<file path="config.mk">
export PLATFORM = sky130hd
export DESIGN_NAME = dual_class_arbiter
export DESIGN_NICKNAME = d
export VERILOG_FILES = /design/src/rtl/dca_pkg.sv /design/src/rtl/dca_elig.sv /design/src/rtl/dca_tree.sv /design/src/rtl/dca_gate.sv /design/src/rtl/dual_class_arbiter.sv
export SDC_FILE = /design/constraint.sdc
export NUM_CORES = 2
export LEC_CHECK = 0
export ABC_AREA = 1
export BUFFER_PORTS_ARGS = -buffer_cell sky130_fd_sc_hd__buf_2
export CAP_MARGIN = 10
export CORE_MARGIN = 4
export CORE_UTILIZATION = 40
export CTS_CLUSTER_DIAMETER = 120
export DETAILED_ROUTE_END_ITERATION = 7
export PLACE_DENSITY_LB_ADDON = 0.3
export SLEW_MARGIN = 40
export SYNTH_ARGS = -nofsm -noshare
export SYNTH_HDL_FRONTEND = slang
export SYNTH_HIERARCHICAL = 1
export SYNTH_SLANG_ARGS = --single-unit
</file>
<file path="constraint.sdc">
create_clock -name clk_i -period 1.3 [get_ports clk_i]
set_clock_uncertainty 0.15 [all_clocks]
set_input_delay 0.065 -clock clk_i [delete_from_list [all_inputs] [get_ports clk_i]]
set_output_delay 0.065 -clock clk_i [all_outputs]
set_load 0.02 [all_outputs]
</file>
<file path="src/rtl/dca_pkg.sv">
package dca_pkg;

  typedef enum logic {
    CLS_IRQ = 1'b0,
    CLS_FIQ = 1'b1
  } cls_e;

  localparam int unsigned CMP_W = 16;

  // Right-hand (higher line numbers) candidate takes the node when it is
  // valid and no less urgent than the left one: ties go to higher lines.
  function automatic logic right_wins(input logic lv, input logic rv,
                                      input logic [CMP_W-1:0] lp,
                                      input logic [CMP_W-1:0] rp);
    return rv && (!lv || (rp <= lp));
  endfunction

  function automatic int unsigned global_line(input int unsigned bank,
                                              input int unsigned bitpos,
                                              input int unsigned bank_w);
    return bank * bank_w + bitpos;
  endfunction

endpackage

</file>
<file path="src/rtl/dca_elig.sv">
module dca_elig #(
  parameter int unsigned NBANKS = 3,
  parameter int unsigned BANK_W = 32,
  localparam int unsigned NL    = NBANKS * BANK_W
) (
  input  logic [NL-1:0] pend_i,
  input  logic [NL-1:0] mask_i,
  input  logic [NL-1:0] steer_i,
  output logic [NL-1:0] irq_elig_o,
  output logic [NL-1:0] fiq_elig_o
);
  import dca_pkg::*;

  for (genvar b = 0; b < NBANKS; b++) begin : g_bank
    for (genvar j = 0; j < BANK_W; j++) begin : g_bit
      localparam int unsigned L = global_line(b, j, BANK_W);
      logic live;
      assign live          = pend_i[L] & ~mask_i[L];
      assign irq_elig_o[L] = live & (steer_i[L] == CLS_IRQ);
      assign fiq_elig_o[L] = live & (steer_i[L] == CLS_FIQ);
    end
  end

endmodule

</file>
<file path="src/rtl/dca_tree.sv">
module dca_tree #(
  parameter int unsigned NL      = 96,
  parameter int unsigned PRIO_W  = 6,
  localparam int unsigned CODE_W = $clog2(NL),
  localparam int unsigned LEAVES = 1 << CODE_W,
  localparam int unsigned NODES  = 2 * LEAVES - 1
) (
  input  logic [NL-1:0]        elig_i,
  input  logic [NL*PRIO_W-1:0] prio_i,
  output logic                 hit_o,
  output logic [CODE_W-1:0]    win_o
);
  import dca_pkg::*;

  // Heap-ordered tree: leaf i at LEAVES-1+i, children of k at 2k+1 / 2k+2,
  // so the left child always covers the lower line numbers.
  logic                nv [NODES];
  logic [PRIO_W-1:0]   np [NODES];
  logic [CODE_W-1:0]   ni [NODES];

  always_comb begin
    for (int i = 0; i < int'(LEAVES); i++) begin
      if (i < int'(NL)) begin
        nv[LEAVES-1+i] = elig_i[i];
        np[LEAVES-1+i] = prio_i[i*PRIO_W +: PRIO_W];
      end else begin
        nv[LEAVES-1+i] = 1'b0;
        np[LEAVES-1+i] = '0;
      end
      ni[LEAVES-1+i] = CODE_W'(i);
    end
    for (int k = int'(LEAVES) - 2; k >= 0; k--) begin
      if (right_wins(nv[2*k+1], nv[2*k+2],
                     CMP_W'(np[2*k+1]), CMP_W'(np[2*k+2]))) begin
        nv[k] = nv[2*k+2];
        np[k] = np[2*k+2];
        ni[k] = ni[2*k+2];
      end else begin
        nv[k] = nv[2*k+1];
        np[k] = np[2*k+1];
        ni[k] = ni[2*k+1];
      end
    end
  end

  assign hit_o = nv[0];
  assign win_o = ni[0];

endmodule

</file>
<file path="src/rtl/dca_gate.sv">
module dca_gate #(
  parameter int unsigned CODE_W = 7
) (
  input  logic              clk_i,
  input  logic              rst_ni,
  input  logic              en_i,
  input  logic              ack_i,
  input  logic              hit_i,
  input  logic [CODE_W-1:0] win_i,
  output logic              req_o,
  output logic [CODE_W-1:0] code_o
);
  logic              arm_q;
  logic              req_q;
  logic [CODE_W-1:0] code_q;
  logic              fire;

  // Named event: the class delivers on this edge.
  assign fire = arm_q & hit_i & en_i & ~ack_i;

  always_ff @(posedge clk_i or negedge rst_ni) begin
    if (!rst_ni) begin
      arm_q  <= 1'b1;
      req_q  <= 1'b0;
      code_q <= '0;
    end else if (ack_i) begin
      arm_q <= 1'b1;
      req_q <= 1'b0;
    end else if (fire) begin
      arm_q  <= 1'b0;
      req_q  <= 1'b1;
      code_q <= win_i;
    end
  end

  assign req_o  = req_q;
  assign code_o = code_q;

  AST_RISE_NEEDS_ARM: assert property (@(posedge clk_i) disable iff (!rst_ni)
    $rose(req_q) |-> $past(arm_q && hit_i && en_i));
  AST_RISE_DISARMS: assert property (@(posedge clk_i) disable iff (!rst_ni)
    $rose(req_q) |-> !arm_q);
  AST_ACK_DROPS_AND_ARMS: assert property (@(posedge clk_i) disable iff (!rst_ni)
    ack_i |=> (!req_q && arm_q));
  AST_IDLE_HOLDS_CODE: assert property (@(posedge clk_i) disable iff (!rst_ni)
    !hit_i |=> $stable(code_q));
  AST_REQ_STICKY: assert property (@(posedge clk_i) disable iff (!rst_ni)
    (req_q && !ack_i) |=> req_q);
  AST_NO_RISE_DISABLED: assert property (@(posedge clk_i) disable iff (!rst_ni)
    !en_i |=> !$rose(req_q));

endmodule

</file>
<file path="src/rtl/dual_class_arbiter.sv">
module dual_class_arbiter #(
  parameter int unsigned NBANKS  = 3,
  parameter int unsigned BANK_W  = 32,
  parameter int unsigned PRIO_W  = 6,
  localparam int unsigned NL     = NBANKS * BANK_W,
  localparam int unsigned CODE_W = $clog2(NL)
) (
  input  logic                 clk_i,
  input  logic                 rst_ni,
  input  logic                 glb_en_i,
  input  logic [NL-1:0]        pend_i,
  input  logic [NL-1:0]        mask_i,
  input  logic [NL-1:0]        steer_i,
  input  logic [NL*PRIO_W-1:0] prio_i,
  input  logic                 ack_irq_i,
  input  logic                 ack_fiq_i,
  output logic                 irq_req_o,
  output logic [CODE_W-1:0]    irq_code_o,
  output logic                 irq_hit_o,
  output logic                 fiq_req_o,
  output logic [CODE_W-1:0]    fiq_code_o,
  output logic                 fiq_hit_o
);
  import dca_pkg::*;

  localparam int unsigned NCLS = 2;
  localparam int unsigned IX_I = int'(CLS_IRQ);
  localparam int unsigned IX_F = int'(CLS_FIQ);

  logic [NL-1:0]     elig_c [NCLS];
  logic              ack_c  [NCLS];
  logic              hit_c  [NCLS];
  logic [CODE_W-1:0] win_c  [NCLS];
  logic              req_c  [NCLS];
  logic [CODE_W-1:0] code_c [NCLS];

  dca_elig #(.NBANKS(NBANKS), .BANK_W(BANK_W)) u_elig (
    .pend_i     (pend_i),
    .mask_i     (mask_i),
    .steer_i    (steer_i),
    .irq_elig_o (elig_c[IX_I]),
    .fiq_elig_o (elig_c[IX_F])
  );

  assign ack_c[IX_I] = ack_irq_i;
  assign ack_c[IX_F] = ack_fiq_i;

  for (genvar c = 0; c < NCLS; c++) begin : g_cls
    dca_tree #(.NL(NL), .PRIO_W(PRIO_W)) u_tree (
      .elig_i (elig_c[c]),
      .prio_i (prio_i),
      .hit_o  (hit_c[c]),
      .win_o  (win_c[c])
    );

    dca_gate #(.CODE_W(CODE_W)) u_gate (
      .clk_i  (clk_i),
      .rst_ni (rst_ni),
      .en_i   (glb_en_i),
      .ack_i  (ack_c[c]),
      .hit_i  (hit_c[c]),
      .win_i  (win_c[c]),
      .req_o  (req_c[c]),
      .code_o (code_c[c])
    );

    AST_WIN_IS_ELIGIBLE: assert property (@(posedge clk_i) disable iff (!rst_ni)
      hit_c[c] |-> elig_c[c][win_c[c]]);
    AST_HIT_MATCHES_ELIG: assert property (@(posedge clk_i) disable iff (!rst_ni)
      hit_c[c] == (|elig_c[c]));
  end

  AST_CLASSES_DISJOINT: assert property (@(posedge clk_i) disable iff (!rst_ni)
    (elig_c[IX_I] & elig_c[IX_F]) == '0);

  assign irq_req_o  = req_c[IX_I];
  assign irq_code_o = code_c[IX_I];
  assign irq_hit_o  = hit_c[IX_I];
  assign fiq_req_o  = req_c[IX_F];
  assign fiq_code_o = code_c[IX_F];
  assign fiq_hit_o  = hit_c[IX_F];

endmodule

</file>
# Word level (Yosys, flattened, before mapping)
# Index checks and enable logic that the tools add are counted.
# totals
regBits	18
in_bits	869
out_inout_bits	18
# op_classes
magnitude_cmp	142
n_mux	576
n_bitwise	488
reduce_logical	574
# op_table
operator	n
6-bit 2-to-1 mux	188
6-bit <= comparator	142
7-bit 2-to-1 mux	94
1-bit bitwise AND	294
1-bit 2-to-1 mux	294
1-bit inverter	194
1-bit logical AND	190
1-bit zero test	190
1-bit logical OR	190
2-bit AND reduction	2
2-bit nonzero test	2

# Logic depth before layout (Yosys ltp)
# depth
depth_word	36
depth_mapped	80
ltp_nobuf	79

# Cells and area by module
# The synthesis kept the hierarchy.
# by_module_without_submodules
mod	n_inst	cells_each	area_per_inst_um2	seq_area_each_um2
dca_tree (g_cls[0].u_tree)	1	4645	25326.8	0.0
dca_tree (g_cls[1].u_tree)	1	4660	25021.5	0.0
dca_elig	1	480	1801.7	0.0
dca_gate	2	39	364.1	226.5

# Worst setup path before layout
# Ideal clock, no wire load.
# synth_timing
path_type	input -> register
start	input prio_i[221]
end	register g_cls[1].u_gate.code_q[1]
setup_ns	0.066
arrival_time_ns	8.146
required_time_ns	1.084
slack_ns	-7.061
stages	73
cell_sequence	inv_1 ha_1 nand2_1 nor2_1 a21boi_0 nand2_1 nand2_1 nand2_1 and2_1 ha_1 nand2_1 nor2_1 nand2_1 nand3_1 nand2_1 o21ai_1 nand3_1 and2_1 (+37 left out) nand2_2 nand2_4 buf_6 nand3_1 nand2_1 ha_1 nand2_1 nor2_1 o21ai_0 nand3_1 o211ai_2 nand2_2 inv_2 nor2_1 nand2_1 nand3_1 nand3_1 nand2_1
# synth_lines
element	line	text
start, declared	dual_class_arbiter.sv:14	input logic [NL*PRIO_W-1:0] prio_i,
end signal, assigned	dca_gate.sv:32	code_q <= win_i;
end, declared	dca_gate.sv:15	logic [CODE_W-1:0] code_q;

==> flow_metrics.tcl <==
set metrics [dict create \
    maxSlewHeadroom_pct 52.6 \
    die_h_um 372 \
    critPathMaxStageDelay_ns 0.30 \
    clk-insertion-delay-late_ns 0.25 \
    grt_pass1_vias 81700 \
    grtUsageMet1_pct 43.1 \
    gp_congestion 1.14 \
    sequential_element_share_of_the_synthesized_area_pct 0.857 \
    horiz_die_dim_um 372 \
    timing.critical_path.arrival_ns 9.22 \
    ys_warn_count 6 \
    num_io_pins 887 \
    setup_viol 20 \
    synth_compound_area_share_pct 10.0 \
    dp_slack_ns -8.41 \
    clock_sinks 18 \
    post_synth_xor_area_fraction_pct 0 \
    dp.final_hpwl_mm 244 \
    num_cts_buffers 3 \
    htreeDepth 1 \
    yosys_most_used_dff "dfrtp_1" \
    critPathLaunch "prio_i[209]" \
    regToRegEndpoint "g_cls[0].u_gate/code_o[3]" \
    drc 6 \
    cpMaxStageDelayCell "ha_1" \
    worst_hold_startpoint "glb_en_i" \
    worstPathRequired_ns 1.28 \
    nFillCells 10200 \
    timing.final.crit_share_pct 711 \
    clock_tree.buffer_depth 2 \
    arithmetic_cell_share_of_the_synthesized_area_counting_full_adders_half_adders_and_majority_gates_pct 27.0 \
    die_area_mm2 0.138 \
    finish.utilization_pct 76.4 \
    route.vias.total 84900 \
    globalRouteMet2Util_pct 66.9 \
    asyncSetResetFlopFracSynth_pct 100 \
    grt_start_max_net_pins 19 \
    grt_antenna_before_repair 54 \
    violated_checks "DRC, setup timing" \
    postLayoutSetupSlackWorst_ns -7.94 \
    final-max-slew-violation-count 0 \
    syn_avg_cell_area_um2 5.36 \
    grt_setup_unrepaired "yes" \
    initial_utilization_pct 40.2 \
    post_synthesis_cell_type_count 46 \
    buffers_on_ports 886 \
    rr_startpoint "g_cls[0].u_gate/arm_q" \
    final_worst_path_period_need_ns 9.24 \
    result_of_the_run "complete, but fails checks" \
    path_type_of_the_worst_min_delay_path "input port to flip-flop" \
    critPathMostFrequentCell "nand2_2" \
    leakagePower_nw 59.2 \
    synth-seq-cells 18 \
    worst_slew_pin_slew_ns 0.704 \
    routed_wirelength_mm 296 \
    grt_busiest_layer "met2" \
    drt-vias-per-instance 5.20 \
    finalHoldViolations 0 \
    netlist_instances 9863 \
    drt_pass1_iterations 8 \
    grt_overflow 0 \
    max_clock_freq_mhz 108 \
    cts_root_buf "clkbuf_16" \
    synth_enable_flop_cells 0 \
    worst-path-max-fanout 7 \
    synth_mux_area_share_pct 0 \
    critPathCaptureType "flip-flop" \
    grt_pass1_wl_mm 424 \
    floorplan.core_area_mm2 0.131 \
    avgRoutedWirePerCell_um 18.1 \
    timing.reg2reg.setup_slack_ns -0.03 \
    hold-path-cell-count 4 \
    powerDensity_mw_per_mm2 990 \
    total_routing_resource_utilization_after_global_routing_pct 38.3 \
    postRouteAntennaNets 0 \
    worst_ir_drop_vdd_mv 3.07 \
    worstSetupPathType "input port to flip-flop" \
    violation_count_after_the_first_detailed_routing_iteration 6524 \
    r2r_cells 5 \
    yosys.area_share.simple_pct 47.6 \
    fin_nets 16500 \
    timing.max_cap.violations 0 \
    synth_top_family_by_area "simple AND/OR/NAND/NOR gates" \
    tritoncts "yes" \
    areaGrowthSynthToFinish_pct 89.9 \
    hold_path_end "g_cls[0].u_gate/arm_q" \
    syn-cell-area_mm2 0.0529 \
    grt.met3_usage_pct 7.53 \
    fin_tns_setup_ns -117.15 \
    final_layout_size_suffix_gt1_share_pct 46.6 \
    start_kind "input port" \
    clkTransAtPathRegs_ns 0.05 \
    syn_nets 11900 \
    core.rowCount 133 \
]
[metrics by stage]
step           hold slack (ns)  std cells  instance area, um2  total power (W)
2_1_floorplan           -0.381       9863               54300           0.0370
3_3_place_gp            -0.122      16000               87400           0.0705
3_5_place_dp            -0.122      16000               87400           0.0721
4_1_cts                 0.0895      16200               93600           0.0853
5_1_grt                 0.0830      16300              100000            0.106
6_report                0.0772      16300              100000           0.0994
[layout make-up]
| cell class | count | area [um2] | share of cell area [%] |
|---|---|---|---|
| timing repair buffer | 4761 | 34200 | 34.1 |
| tap | 1755 | 2200 | 2.19 |
| sequential | 18 | 454 | 0.452 |
| antenna | 44 | 110 | 0.110 |
| multi-input combinational | 7873 | 56000 | 55.8 |
| clock buffer | 4 | 88.8 | 0.0885 |
| inverter | 1859 | 7360 | 7.33 |
[registers in the layout (all words and copies together), names as in the netlist]
register,cells
g_cls.u_gate/arm_q,2
g_cls.u_gate/code_o,14
g_cls.u_gate/req_o,2
[synth_stat cells, types with 2 or more instances]
library cell,number,share of area (%)
a21boi_0,70,0.99
a21boi_1,5,0.071
a21oi_1,278,2.6
a21oi_2,9,0.15
a31oi_1,30,0.35
and2_1,269,3.2
buf_2,70,0.66
buf_4,13,0.18
buf_6,19,0.40
clkbuf_1,13,0.092
clkinv_1,4,0.028
dfrtp_1,16,0.76
dfstp_2,2,0.099
ha_1,1140,27
inv_1,1829,13
inv_2,25,0.18
nand2_1,3148,22
nand2_2,47,0.56
nand2_4,6,0.13
nand3_1,1711,16
nand3_2,2,0.038
nand3b_1,3,0.043
nand4_1,11,0.13
nor2_1,587,4.2
nor2_2,20,0.24
nor2_4,18,0.38
nor3_1,3,0.028
nor3_2,2,0.038
o211ai_1,42,0.60
o21a_1,8,0.11
o21ai_0,253,2.4
o21ai_1,42,0.40
o21ai_2,15,0.25
o21bai_1,140,2.0
or2_4,2,0.033
[cell usage in the layout, fill, tap and decap left out, drive strengths merged, types with 8 or more instances in the layout]
cell type,count
nand3,1713
inv,1842
diode,44
clkinv,14
a21oi,288
nor2,625
a31oi,30
and2,269
nand2,3202
a21boi,75
o21a,8
ha,1140
o21ai,311
dfrtp,16
o211ai,43
nand4,11
o21bai,140
buf,4759
[logic make-up after synthesis]
kind of cell | Yosys count
AO/OA/AOI/OAI | 898
adder cells (fa/ha/maj) | 1140
buffers and inverters | 1974
flip-flops | 18
AND/OR/NAND/NOR | 5833
[per-layer routing]
layer,share of wire [%],vias to the layer above
met5,0.025,-
met4,7.8,12
met3,7.8,1245
met2,47,3567
met1,38,39000
li1,-,41100
[repair_timing]
| action | CTS | global route |
|---|---|---|
| setup endpoints to repair | 20 | 21 |
| resized for setup | 1066 | 1210 |
| hold buffers | 2 | 0 |
| endpoints found under the hold margin | 23 | 0 |
| setup buffers | 146 | 111 |
| pin swaps | 357 | 499 |
| gates cloned | 3 | 2 |
[power by group]
group	switching, W	internal [W]	leakage (nW)
combinational	0.0526	0.0452	59.0
clock	0.000209	0.000468	0.0444
sequential	0.000170	0.000779	0.224
[worst max-delay path: cells and delay by family]
family / cells / cell delay (ns)
buf+inv: 11 / 1.25
simple gates: 48 / 5.04
fa+ha+maj: 7 / 1.98
compound gates: 9 / 0.85
[worst max-delay path by stage]
stage	to	depth (start not counted)
floorplan	g_cls[1].u_gate/code_o[0]	75
global placement	g_cls[1].u_gate/code_o[4]	71
detailed placement	g_cls[1].u_gate/code_o[0]	74
CTS	g_cls[1].u_gate/code_o[0]	76
global route	g_cls[0].u_gate/code_o[1]	73
finish	g_cls[0].u_gate/code_o[2]	75
Note: power is estimated with default switching activity, not from simulation.
